[config.mk]
export PLATFORM = sky130hd
export DESIGN_NAME = ocp_trip_combiner
export DESIGN_NICKNAME = d
export VERILOG_FILES = /design/src/rtl/ocp_trip_combiner.sv
export SDC_FILE = /design/constraint.sdc
export NUM_CORES = 1
export LEC_CHECK = 0
export BUFFER_PORTS_ARGS = -buffer_cell sky130_fd_sc_hd__buf_2
export CORE_UTILIZATION = 30
export DETAILED_ROUTE_END_ITERATION = 8
export PLACE_DENSITY = 0.57
export RECOVER_POWER = 25
export SYNTH_ARGS = -nofsm -noshare
export SYNTH_HDL_FRONTEND = slang
export SYNTH_SLANG_ARGS = --single-unit
[constraint.sdc]
create_clock -name clk -period 13.5 [get_ports clk]
set_clock_uncertainty 0.2 [all_clocks]
set_input_delay 1.35 -clock clk [delete_from_list [all_inputs] [get_ports clk]]
set_output_delay 1.35 -clock clk [all_outputs]
set_load 0.01 [all_outputs]
[src/rtl/ocp_trip_combiner.sv]
module ocp_trip_combiner #(
  parameter int W    = 12,
  parameter int NCH  = 5,
  parameter int NEXT = 2,
  parameter int NPWM = 6,
  parameter int HMAX = 8,
  localparam int NSRC = NCH + NEXT,
  localparam int AW   = $clog2(2*NCH + 3),
  localparam int MB   = $clog2(HMAX),
  localparam int NB   = $clog2(HMAX + 1)
) (
  input  logic              clk,
  input  logic              rst_n,
  input  logic              smp_vld,
  input  logic [NCH*W-1:0]  smp,
  input  logic [NEXT-1:0]   ext_flt,
  input  logic [NPWM-1:0]   pwm_in,
  input  logic              wr_en,
  input  logic [AW-1:0]     wr_addr,
  input  logic [W-1:0]      wr_data,
  output logic [NPWM-1:0]   pwm_out,
  output logic              trip,
  output logic [NSRC-1:0]   cause,
  output logic [NSRC-1:0]   src_live
);
  localparam logic [AW-1:0] A_FILT = AW'(2*NCH);
  localparam logic [AW-1:0] A_MASK = AW'(2*NCH + 1);
  localparam logic [AW-1:0] A_CLR  = AW'(2*NCH + 2);

  logic [MB-1:0]   mcfg;
  logic [NB-1:0]   ncfg;
  logic [NSRC-1:0] mask_q;
  logic [NCH-1:0]  flt;
  logic [HMAX-1:0] wmask;
  logic [NSRC-1:0] act;
  logic            trip_q;
  logic [NSRC-1:0] cause_q;
  logic            clr_req, clr_take, cfg_wr;

  assign wmask = {HMAX{1'b1}} >> (MB'(HMAX - 1) - mcfg);

  for (genvar i = 0; i < NCH; i++) begin : g_ch
    logic signed [W-1:0] hi, lo, s;
    logic [HMAX-1:0]     hist;
    logic [NB-1:0]       cnt;
    logic                win;

    assign s   = smp[i*W +: W];
    assign win = (s > hi) || (s < lo);
    assign cnt = NB'($countones(hist & wmask));
    assign flt[i] = (ncfg == '0) ? (cnt != '0) : (cnt >= ncfg);

    always_ff @(posedge clk) begin
      if (!rst_n) begin
        hi   <= {1'b0, {(W-1){1'b1}}};
        lo   <= {1'b1, {(W-1){1'b0}}};
        hist <= '0;
      end else begin
        if (wr_en && wr_addr == AW'(2*i))     hi <= wr_data;
        if (wr_en && wr_addr == AW'(2*i + 1)) lo <= wr_data;
        if (smp_vld) hist <= {hist[HMAX-2:0], win};
      end
    end
  end

  assign src_live = {ext_flt, flt};
  assign act      = src_live & mask_q;
  assign cfg_wr   = wr_en && wr_addr == A_FILT;
  assign clr_req  = wr_en && wr_addr == A_CLR && wr_data[0];
  assign clr_take = clr_req && !(|act);

  always_ff @(posedge clk) begin
    if (!rst_n) begin
      mcfg   <= '0;
      ncfg   <= NB'(1);
      mask_q <= '1;
    end else begin
      if (cfg_wr) begin
        mcfg <= wr_data[MB-1:0];
        ncfg <= wr_data[MB+NB-1:MB];
      end
      if (wr_en && wr_addr == A_MASK) mask_q <= wr_data[NSRC-1:0];
    end
  end

  always_ff @(posedge clk) begin
    if (!rst_n) begin
      trip_q  <= 1'b0;
      cause_q <= '0;
    end else if (clr_take) begin
      trip_q  <= 1'b0;
      cause_q <= '0;
    end else begin
      if (|act) trip_q <= 1'b1;
      cause_q <= cause_q | act;
    end
  end

  assign trip    = trip_q;
  assign cause   = cause_q;
  assign pwm_out = trip_q ? '0 : pwm_in;

  assert_filter_hold_R3: assert property (@(posedge clk) disable iff (!rst_n)
    (!smp_vld && !cfg_wr) |=> $stable(flt));

  assert_masked_quiet_R6: assert property (@(posedge clk) disable iff (!rst_n)
    (!(|act) && !trip_q) |=> (!trip_q && cause_q == '0));

  assert_source_trips_R7: assert property (@(posedge clk) disable iff (!rst_n)
    (|act) |=> (trip_q && pwm_out == '0));

  assert_rise_has_source_R7: assert property (@(posedge clk) disable iff (!rst_n)
    $rose(trip_q) |-> $past(|act));

  assert_cause_sticky_R8: assert property (@(posedge clk) disable iff (!rst_n)
    !clr_take |=> ((cause_q & $past(cause_q)) == $past(cause_q)));

  assert_trip_has_cause_R8: assert property (@(posedge clk) disable iff (!rst_n)
    trip_q == (cause_q != '0));

  assert_clear_blocked_R9: assert property (@(posedge clk) disable iff (!rst_n)
    (clr_req && (|act)) |=> trip_q);
endmodule

# Word-level counts from Yosys, hierarchy flattened
# Cells that the tools add are included.
[op_classes] n_addsub=36 n_lt_le_gt_ge=15 eq_ne=12 shifts=1 muxes=6 bitwise_logic=8 reduce_logical=30
[op_table] cell="$gt A12 B12 Y1" n=5
[op_table] cell="$lt A12 B12 Y1" n=5
[op_table] cell="$add A1 B1 Y2" n=20
[op_table] cell="$and A8 B8 Y8" n=5
[op_table] cell="$add A2 B2 Y3" n=10
[op_table] cell="$add A3 B3 Y4" n=5
[op_table] cell="$eq A4 B4 Y1 const B" n=5
[op_table] cell="$ge A4 B4 Y1" n=5
[op_table] cell="$reduce_bool A4 Y1" n=5
[op_table] cell="$eq A4 B3 Y1 const B" n=4
[op_table] cell="$logic_and A1 B1 Y1" n=15
[op_table] cell="$eq A4 B2 Y1 const B" n=2
[op_table] cell="$logic_not A4 Y1" n=2
[op_table] cell="$shr A8 B3 Y8 const A" n=1
[op_table] cell="$and A7 B7 Y7" n=1
[op_table] cell="$or A7 B7 Y7" n=1
[op_table] cell="$reduce_or A7 Y1" n=1
[op_table] cell="$mux W6" n=1
[op_table] cell="$logic_or A1 B1 Y1" n=5
[op_table] cell="$mux W1" n=5
[op_table] cell="$eq A4 B1 Y1 const B" n=1
[op_table] cell="$sub A3 B3 Y3 const A" n=1
[op_table] cell="$reduce_or A2 Y1" n=1
[op_table] cell="$logic_not A1 Y1" n=1
[op_table] cell="$not A1 Y1" n=1
[word_totals] register_bits=182 input_bits=88 output_inout_bits=21 wordCells=128

# Depth between registers and ports, before layout
# Gate-level depths: netlist of run 1.
[logic_depth] depth_word=13 ltp_mapped=17 depth_no_buf=15

# Worst setup path after synthesis of run 1
# Ideal clock, no wire load.
[synth_path] kind="register to output" start="reg mcfg[1]" end="out src_live[2]" t_arrival_ps=3864 required_time_ps=11950 setup_slack_ps=8086 stages_incl_launch_ff=15 path_buffers=1 path_cell_list="dfxtp_1 clkbuf_1 or3_1 nand2_1 fa_1 inv_1 fa_1 fa_1 ha_1 fa_1 xor2_1 ha_1 o21ai_0 a21oi_1 o31a_2"
[synth_via] elab_chain_cells=8 elab_cells_between_ends=13 cone_classes="8 x add/sub; 1 x order compare; 1 x shift; 1 x mux; 1 x bitwise; 1 x reduce/logical"
[synth_lines] element="start, declared" line_no="30" rtl="logic [MB-1:0] mcfg;"
[synth_lines] element="start signal, assigned" line_no="79" rtl="mcfg <= wr_data[MB-1:0];"
[synth_lines] element="$sub A3 B3 Y3 (*)" line_no="40" rtl="assign wmask = {HMAX{1'b1}} >> (MB'(HMAX - 1) - mcfg);"
[synth_lines] element="$shr A8 B3 Y8 (*)" line_no="40"
[synth_lines] element="$and A8 B8 Y8 (*)" line_no="50" rtl="assign cnt = NB'($countones(hist & wmask));"
[synth_lines] element="$add A1 B1 Y2 (implied by the code)" line_no="50"
[synth_lines] element="$add A2 B2 Y3 (implied by the code)" line_no="50"
[synth_lines] element="$add A3 B3 Y4 (implied by the code) (*)" line_no="50"
[synth_lines] element="$ge A4 B4 Y1 or $reduce_bool A4 Y1 (tied branches)" line_no="51" rtl="assign flt[i] = (ncfg == '0) ? (cnt != '0) : (cnt >= ncfg);"
[synth_lines] element="$mux W1 (*)" line_no="51"
[synth_lines] element="end, declared" line_no="24" rtl="output logic [NSRC-1:0] src_live"
# Every way passes the cells marked *; elsewhere a longest branch is shown, timed or not.

# Final worst setup path of run 1
[layout_path] start="reg mcfg[2]" end="out src_live[3]"
# Same word-level chain as after synthesis.

==> metrics.txt, run 1 <==
switching part of the total 0.277; final worst slack between 7000 and 8000 ps; Slew headroom -0.660; Clock Pin Slew Worst Setup and Hold Paths 70 ps; register bit total from synthesis 182; Tightest Hold Check Type reg -> reg; share of cells above drive strength 1 0.110; Die ar. 0.0374 mm^2; Final #Nets 1611; Post-synth EDFFs 0; Via density between 4 and 5; P_int 0.871 mW; VDD IR max 0.0887 mV; Required @ worst endpoint 11950 ps; syn_area_per_cell 8.55 um^2; period utilization 0.463; clock power share 0.411; CTS Buf Count 17; post-cts resize count 0; post-cts hold buffer count 0; count of input and output buffers between 100 and 150; Die Ht 193 um; RSZ-0062 raised after global routing no; Post-CTS Setup Inserts 0; gr usage total 0.157; Fillers 3770; Starting Density 0.307; outcome finished, violations left; Setup TNS Final 0 ps; Final min period about 6200 ps; setup slack at placement 7710 ps; max-slew violations 89; largest net degree at the start of global routing between 70 and 80; CTS sink cnt 182; TritonCTS clock tree built; vias in the first global route 8440; post-synthesis sequential area ratio 0.332; slowest cell delay on critical path 550 ps; drt first pass iters 9; max_cap viols 2; GRT overflow 0; achievable clock frequency 0.160 GHz; fraction of synthesis flops using an asynchronous set or reset pin 0; Mapped Cells between 1k and 1.5k; global placement routability congestion 0.856; std cell rows 69; Critical Path AT 4700 ps; die span in x between 150 and 200 um; CTS root buf clkbuf_16; routed via count roughly 9k; Net Count, Synth 1541; CORE AREA 0.0357 mm^2; clock buffer depth 2; startpoint types register; antenna violation net count after detailed routing 0; HPWL Detailed 21400 um; final hold viol count 0; top_reg_cell synth dfxtp_1; number of H-tree levels 4; P_leak 5.74 nW; Post-Syn Area 0.0110 mm^2; Crit Path Class reg -> out; initial antenna violation count 4; Residual DRC 5; worst-path maximum fanout 16; IO Count ~110; DR iter-0 viols 397; most used cell, CP fa_1; Worst path top cell family by delay adder cells; Flop pwr share 0.463; setup violators final 0; PwrDens between 90 and 100 mW/mm^2; Worst Path Buf+Inv 2; CP max-delay cell dfxtp_1; switching pwr 0.333 mW; synth warn 0; Area Growth Syn to Fin 13.0%; worst-path cell chain or3_1 -> nand2_1 -> fa_1 -> inv_1 -> fa_1 -> fa_1 -> ha_1 -> fa_1 -> xor2_1 -> ha_1 -> o21ai_0 -> a21oi_1 -> o31a_2 -> buf_2; failing checks DRC, capacitance limit, slew limit; WL/cell around 16 um; final wirelength 28800 um; later-pin clock latency in the skew report 440 ps; Tightest Pin Transition roughly 2500 ps; Comb pwr share 0.127; Crit. End Element output pin; global-route wire length before repair 46200 um; Unique masters post-synth 57
==> synthesized netlist by cell type, types with 3 or more instances <==
cell	instances	area, um^2
o31a_2	5	50.1
a211oi_1	4	30.0
a21boi_0	4	30.0
fa_1	20	400
nor4_1	6	37.5
a311oi_1	3	26.3
nor3_1	9	45.0
and2_1	13	81.3
nand3b_1	7	52.6
a21oi_1	77	385
nand2_1	169	634
nor2_1	96	360
nand4_1	15	93.8
nor2_2	3	18.8
buf_4	6	45.0
xor2_1	5	43.8
and3_1	13	81.3
ha_1	150	1880
o21ai_0	31	155
or3_1	4	25.0
o311ai_0	4	35.0
nand3_1	18	90.1
a21o_1	18	135
dfxtp_1	182	3640
nor2b_1	19	119
inv_1	155	582
and4_1	3	26.3
a2111oi_0	3	26.3
nand2b_1	11	68.8
o211ai_1	58	435
o2111ai_1	3	26.3
a31oi_1	3	18.8
mux2_2	3	33.8
clkbuf_1	43	161
buf_2	12	60.1
mux2i_1	76	761
o21a_1	4	30.0
==> layer usage <==
metal  routed length [um]  up-vias  GRT usage
li1                     -     4516          -
met1                13600     4106      0.203
met2                13200      162      0.260
met3                 1260       45     0.0324
met4                  707        4     0.0542
met5                   23        -          0
==> tightest hold or removal path, stage by stage, from the launching register on <==
cell	delay, ps
dfxtp_1	310
nand2_1	50
a21oi_1	50
==> worst paths after layout <==
kind | from | end | slack (ps) | cells after the start
min reg2reg | g_ch[3].lo[10]$_SDFFE_PN0P_ | g_ch[3].lo[10]$_SDFFE_PN0P_ | 260 | 2
max | mcfg[2]$_SDFFE_PN0P_ | src_live[3] | 7250 | 14
max reg2reg | mcfg[2]$_SDFFE_PN0P_ | trip$_SDFFE_PP0P_ | 8400 | 15
min | g_ch[3].lo[10]$_SDFFE_PN0P_ | g_ch[3].lo[10]$_SDFFE_PN0P_ | 260 | 2
==> power groups by stage <==
stage	combinational, mW	clock [mW]	sequential (mW)
CTS	0.155	0.508	0.557
detailed placement	0.154	0	0.569
floorplan	0.0980	0	0.568
global placement	0.151	0	0.569
finish	0.153	0.494	0.557
global route	0.173	0.531	0.558
==> cell type report <==
class	count	area, um^2	share of cell area
clock inverter	12	120	0.00969
inverter	156	587	0.0473
timing repair buffer	113	558	0.0450
multi-input combinational	883	6470	0.521
clock buffer	19	443	0.0357
antenna	2	5.00	0.000404
tap	461	577	0.0465
sequential	182	3640	0.294
==> cells by family after synthesis <==
| logic type | share of synthesized area |
|---|---|
| adders and majority gates | 0.207 |
| DFF | 0.332 |
| AOI/OAI and AO/OA | 0.138 |
| muxes | 0.0724 |
| buffers and inverters | 0.0787 |
| and+or+nand+nor | 0.167 |
| xor gates and xnor gates | 0.00399 |
==> state kept, by name (all words and copies together), names as in the netlist <==
signal	flops
g_ch.hi	60
g_ch.lo	60
g_ch.hist	40
cause	7
mask_q	7
ncfg	4
mcfg	3
trip	1
==> layout by cell type, fill, tap and decap left out, types with 5 or more instances in the layout <==
master     count
xor2_1         5
dfxtp_1      182
buf_2         98
clkbuf_1      13
and3_1        13
nor2b_1       19
clkbuf_16     17
a21o_1        18
ha_1         150
nor4_1         6
and2_1        13
a21oi_1       77
inv_1        155
nand2_1      169
nor3_1         9
fa_1          20
o31a_2         5
mux2i_1       76
nor2_1        97
nand3_1       18
o21ai_0       31
nand3b_1       7
nand4_1       15
o211ai_1      58
nand2b_1      11
==> stage by stage <==
stage,utilization,cells,total power [mW],cell area (um^2),hold WS [ps]
5_1_grt,0.347,1828,1.26,12400,275
4_1_cts,0.348,1826,1.22,12400,256
6_report,0.347,1828,1.20,12400,256
2_1_floorplan,-,1283,0.666,11000,232
3_5_place_dp,0.332,1795,0.724,11900,247
3_3_place_gp,0.332,1795,0.720,11900,245
(Power assumes the default switching activity.)
==> run 2: changes to the inputs <==
--- a/config.mk
+++ b/config.mk
@@ -5,10 +5,11 @@
 export SDC_FILE = /design/constraint.sdc
 export NUM_CORES = 1
 export LEC_CHECK = 0
+export ABC_AREA = 1
 export BUFFER_PORTS_ARGS = -buffer_cell sky130_fd_sc_hd__buf_2
 export CORE_UTILIZATION = 30
 export DETAILED_ROUTE_END_ITERATION = 8
-export PLACE_DENSITY = 0.57
+export PLACE_DENSITY = 0.59
 export RECOVER_POWER = 25
 export SYNTH_ARGS = -nofsm -noshare
 export SYNTH_HDL_FRONTEND = slang
==> constraint.sdc (replaced) <==
create_clock -name clk -period 5.5 [get_ports clk]
set_clock_uncertainty 0.2 [all_clocks]
set_input_delay 0.55 -clock clk [delete_from_list [all_inputs] [get_ports clk]]
set_output_delay 0.55 -clock clk [all_outputs]
set_load 0.01 [all_outputs]
==> run 2 against run 1 <==
The run still ends with DRC, capacitance limit, slew limit left. Clock power increased by 130%. Register-to-register slack worse by 7500 ps. Worst setup slack worse by 6900 ps. Final cell count grew 11%. Sequential power rose by 150%. Flip-flop and latch count unchanged. Clock-buffer cell count rose by 4. Critical endpoint is now src_live[0]. Largest cell class unchanged. Largest power group unchanged.
==> metrics.txt, run 2 <==
largest net degree at the start of global routing 77 (was 71); IO Count 109 (unchanged); initial antenna violation count 0 (was 4); PwrDens 240 mW/mm^2 (was 97.1 mW/mm^2); most used routing layer in global routing met2 (unchanged); Required @ worst endpoint 4750 ps (was 11950 ps); Final min period 5150 ps; drt first pass iters 7 (was 9); fraction of synthesis flops using an asynchronous set or reset pin 0 (unchanged); GRT overflow 0 (unchanged); CORE AREA 0.0357 mm^2 (unchanged); cell taking the most area after synthesis dfxtp_1 (unchanged); startpoint types register (unchanged); CTS sink cnt 182 (unchanged); achievable clock frequency 0.194 GHz; die span in x 193 um (about the same); final hold viol count 0 (unchanged); Crit. End Element output pin (unchanged); worst-path maximum fanout 11 (was 16); count of input and output buffers 108 (unchanged); Tightest Pin Transition 2930 ps (was 2490 ps); Via density 4.57 (was 4.83); TritonCTS clock tree built (unchanged); Net Count, Synth 1746 (was 1541); Unique masters post-synth 32 (was 57); top post-synthesis cells by area dfxtp_1 33%, ha_1 17%, inv_1 9.3% (was dfxtp_1 33%, ha_1 17%, mux2i_1 6.9%); max-slew violations 103 (was 89); VDD IR max 0.166 mV (was 0.0887 mV); top-area cell type share of the netlist area 0.332 (about the same); Final #Nets 1820 (was 1611); Die Ht 193 um (about the same); Clock Pin Slew Worst Setup and Hold Paths 70 ps (about the same); routed via count 9309 (was 8833); WL/cell 13.8 um (was 15.7 um); std cell rows 69 (unchanged); RSZ-0062 raised after global routing no (unchanged); clock buffer depth 2 (unchanged); Critical Path AT 4400 ps (was 4700 ps); register bit total from synthesis 182 (unchanged); Die ar. 0.0373 mm^2 (was 0.0374 mm^2); final wirelength 28200 um (was 28800 um); post-synthesis sequential area ratio 0.332 (about the same); Mapped Cells 1488 (was 1283); most common cell in the synthesized netlist inv_1 (was dfxtp_1); share of cells above drive strength 1 0.0959 (was 0.110); synth warn 0 (unchanged); commonest non-fill, non-tap cells in the layout 272 x inv_1, 222 x nand2_1, 187 x a21oi_1 (was 182 x dfxtp_1, 169 x nand2_1, 155 x inv_1); largest registers g_ch.hi x60, g_ch.lo x60, g_ch.hist x40 (unchanged); period utilization 0.936; met1 GRT Util 0.203 (about the same); vias in the first global route 8880 (was 8440); outcome finished, violations left (unchanged); Slew headroom -0.954 (was -0.660); P_leak 6.29 nW (was 5.74 nW); syn_area_per_cell 7.37 um^2 (was 8.55 um^2); CTS root buf clkbuf_16 (unchanged); CTS Buf Count 17 (unchanged); Residual DRC 6 (was 5); setup violators final 0 (unchanged); GR Util met3 0.0208 (was 0.0324); Post-Syn Area 0.0110 mm^2 (about the same); failing checks DRC, capacitance limit, slew limit (unchanged); met2 GRT Util 0.269 (was 0.260); later-pin clock latency in the skew report 430 ps (was 440 ps); Crit Path Class reg -> out (unchanged); number of H-tree levels 4 (unchanged); Starting Density 0.307 (about the same); Util after Layout 0.348 (was 0.347); DR iter-0 viols 460 (was 397); commonest non-fill, non-tap cell in the layout inv_1 (was dfxtp_1); global placement routability congestion 0.837 (was 0.856); max_cap viols 2 (unchanged); HPWL Detailed 21000 um (was 21400 um); antenna violation net count after detailed routing 0 (unchanged); Post-synth EDFFs 0 (unchanged); global-route wire length before repair 45100 um (was 46200 um); Area Growth Syn to Fin 13.4% (was 13.0%); Setup TNS Final 0 ps (unchanged); gr usage total 0.156 (was 0.157); Tightest Hold Check Type in -> reg (was reg -> reg); top_reg_cell synth dfxtp_1 (unchanged); most frequent cells after synthesis 272 x inv_1, 222 x nand2_1, 187 x a21oi_1 (was 182 x dfxtp_1, 169 x nand2_1, 155 x inv_1)
[run 2: cell types whose count changed in the layout (fill, tap and decap cells not counted), sizes merged, moves of 29 or more]
cell / change
o21ai: +123
inv: +115
a21oi: +110
mux2i: -76
nand2: +58
o211ai: -29
[run 2: worst paths after layout]
| kind | start | endpoint | slack (ps) | cells past startpoint |
|---|---|---|---|---|
| worst min-delay path | ext_flt[1] | cause[6]$_SDFF_PP0_ | 220 | 3 |
| worst min register to register | g_ch[4].lo[2]$_SDFFE_PN0P_ | g_ch[4].lo[2]$_SDFFE_PN0P_ | 260 | 2 |
| worst max-delay path | mcfg[2]$_SDFFE_PN0P_ | src_live[0] | 350 | 18 |
| worst max register to register | mcfg[2]$_SDFFE_PN0P_ | cause[5]$_SDFF_PP0_ | 880 | 23 |
[run 2: kinds of logic after synthesis]
| logic type | Yosys count | share of synthesized area |
|---|---|---|
| buffers and inverters | 335 | 0.117 |
| flip-flops | 182 | 0.332 |
| AND/OR/NAND/NOR | 420 | 0.160 |
| XOR/XNOR | 1 | 0.000799 |
| adder cells (fa/ha/maj) | 170 | 0.208 |
| AO/OA/AOI/OAI | 380 | 0.183 |
[run 2: metal layers]
metal  vias up  routed length, um  part of all wire
li1       4952                  -                 -
met1      4213              13700              0.48
met2       125              13300              0.47
met3        19                755             0.027
met5         -                  0                 0
met4         0                435             0.015
[run 2: cell type report]
| class | instances | area (um^2) |
|---|---|---|
| Clock buffer | 23 | 468 |
| Tap cell | 461 | 577 |
| Multi-Input combinational cell | 971 | 6050 |
| Timing Repair Buffer | 116 | 584 |
| Antenna cell | 1 | 2.50 |
| Fill cell | 3824 | 23300 |
| Inverter | 274 | 1030 |
| Clock inverter | 9 | 67.6 |
| Sequential cell | 182 | 3650 |
[run 2: where the power goes]
part	internal (mW)	switching (mW)	total (mW)
clock	0.607	0.538	1.15
combinational	0.167	0.285	0.453
sequential	1.37	0.0223	1.39
total	2.14	0.846	2.99
[run 2: what timing repair did]
item,in CTS,in global routing
resized for setup,0,5
setup endpoints to repair,0,5
buffers inserted,0,0
hold buffers,0,0
[run 2: per-stage QoR]
step                      setup WS (ps)  hold WS [ps]  total power [mW]  std cells  cell area [um^2]
after detailed placement            480           252              1.88       2004             11900
after CTS                          2.60           200              3.02       2036             12400
after floorplan                     882           230              1.72       1488             11000
after global placement              556           248              1.86       2004             11900
final                               352           222              2.99       2037             12400
after global routing               52.4           227              3.15       2036             12400
[run 2: critical path, cell delays in order (launching register included)]
cell,delay (ps)
dfxtp_4,420
nor2_1,70
nor2_2,210
nand2_1,100
fa_1,480
inv_1,50
fa_1,500
fa_1,490
ha_1,240
fa_1,380
xnor2_1,210
inv_1,70
ha_1,180
a21oi_1,130
and2_0,130
nand2_1,80
nand2_1,80
inv_1,40
buf_2,130
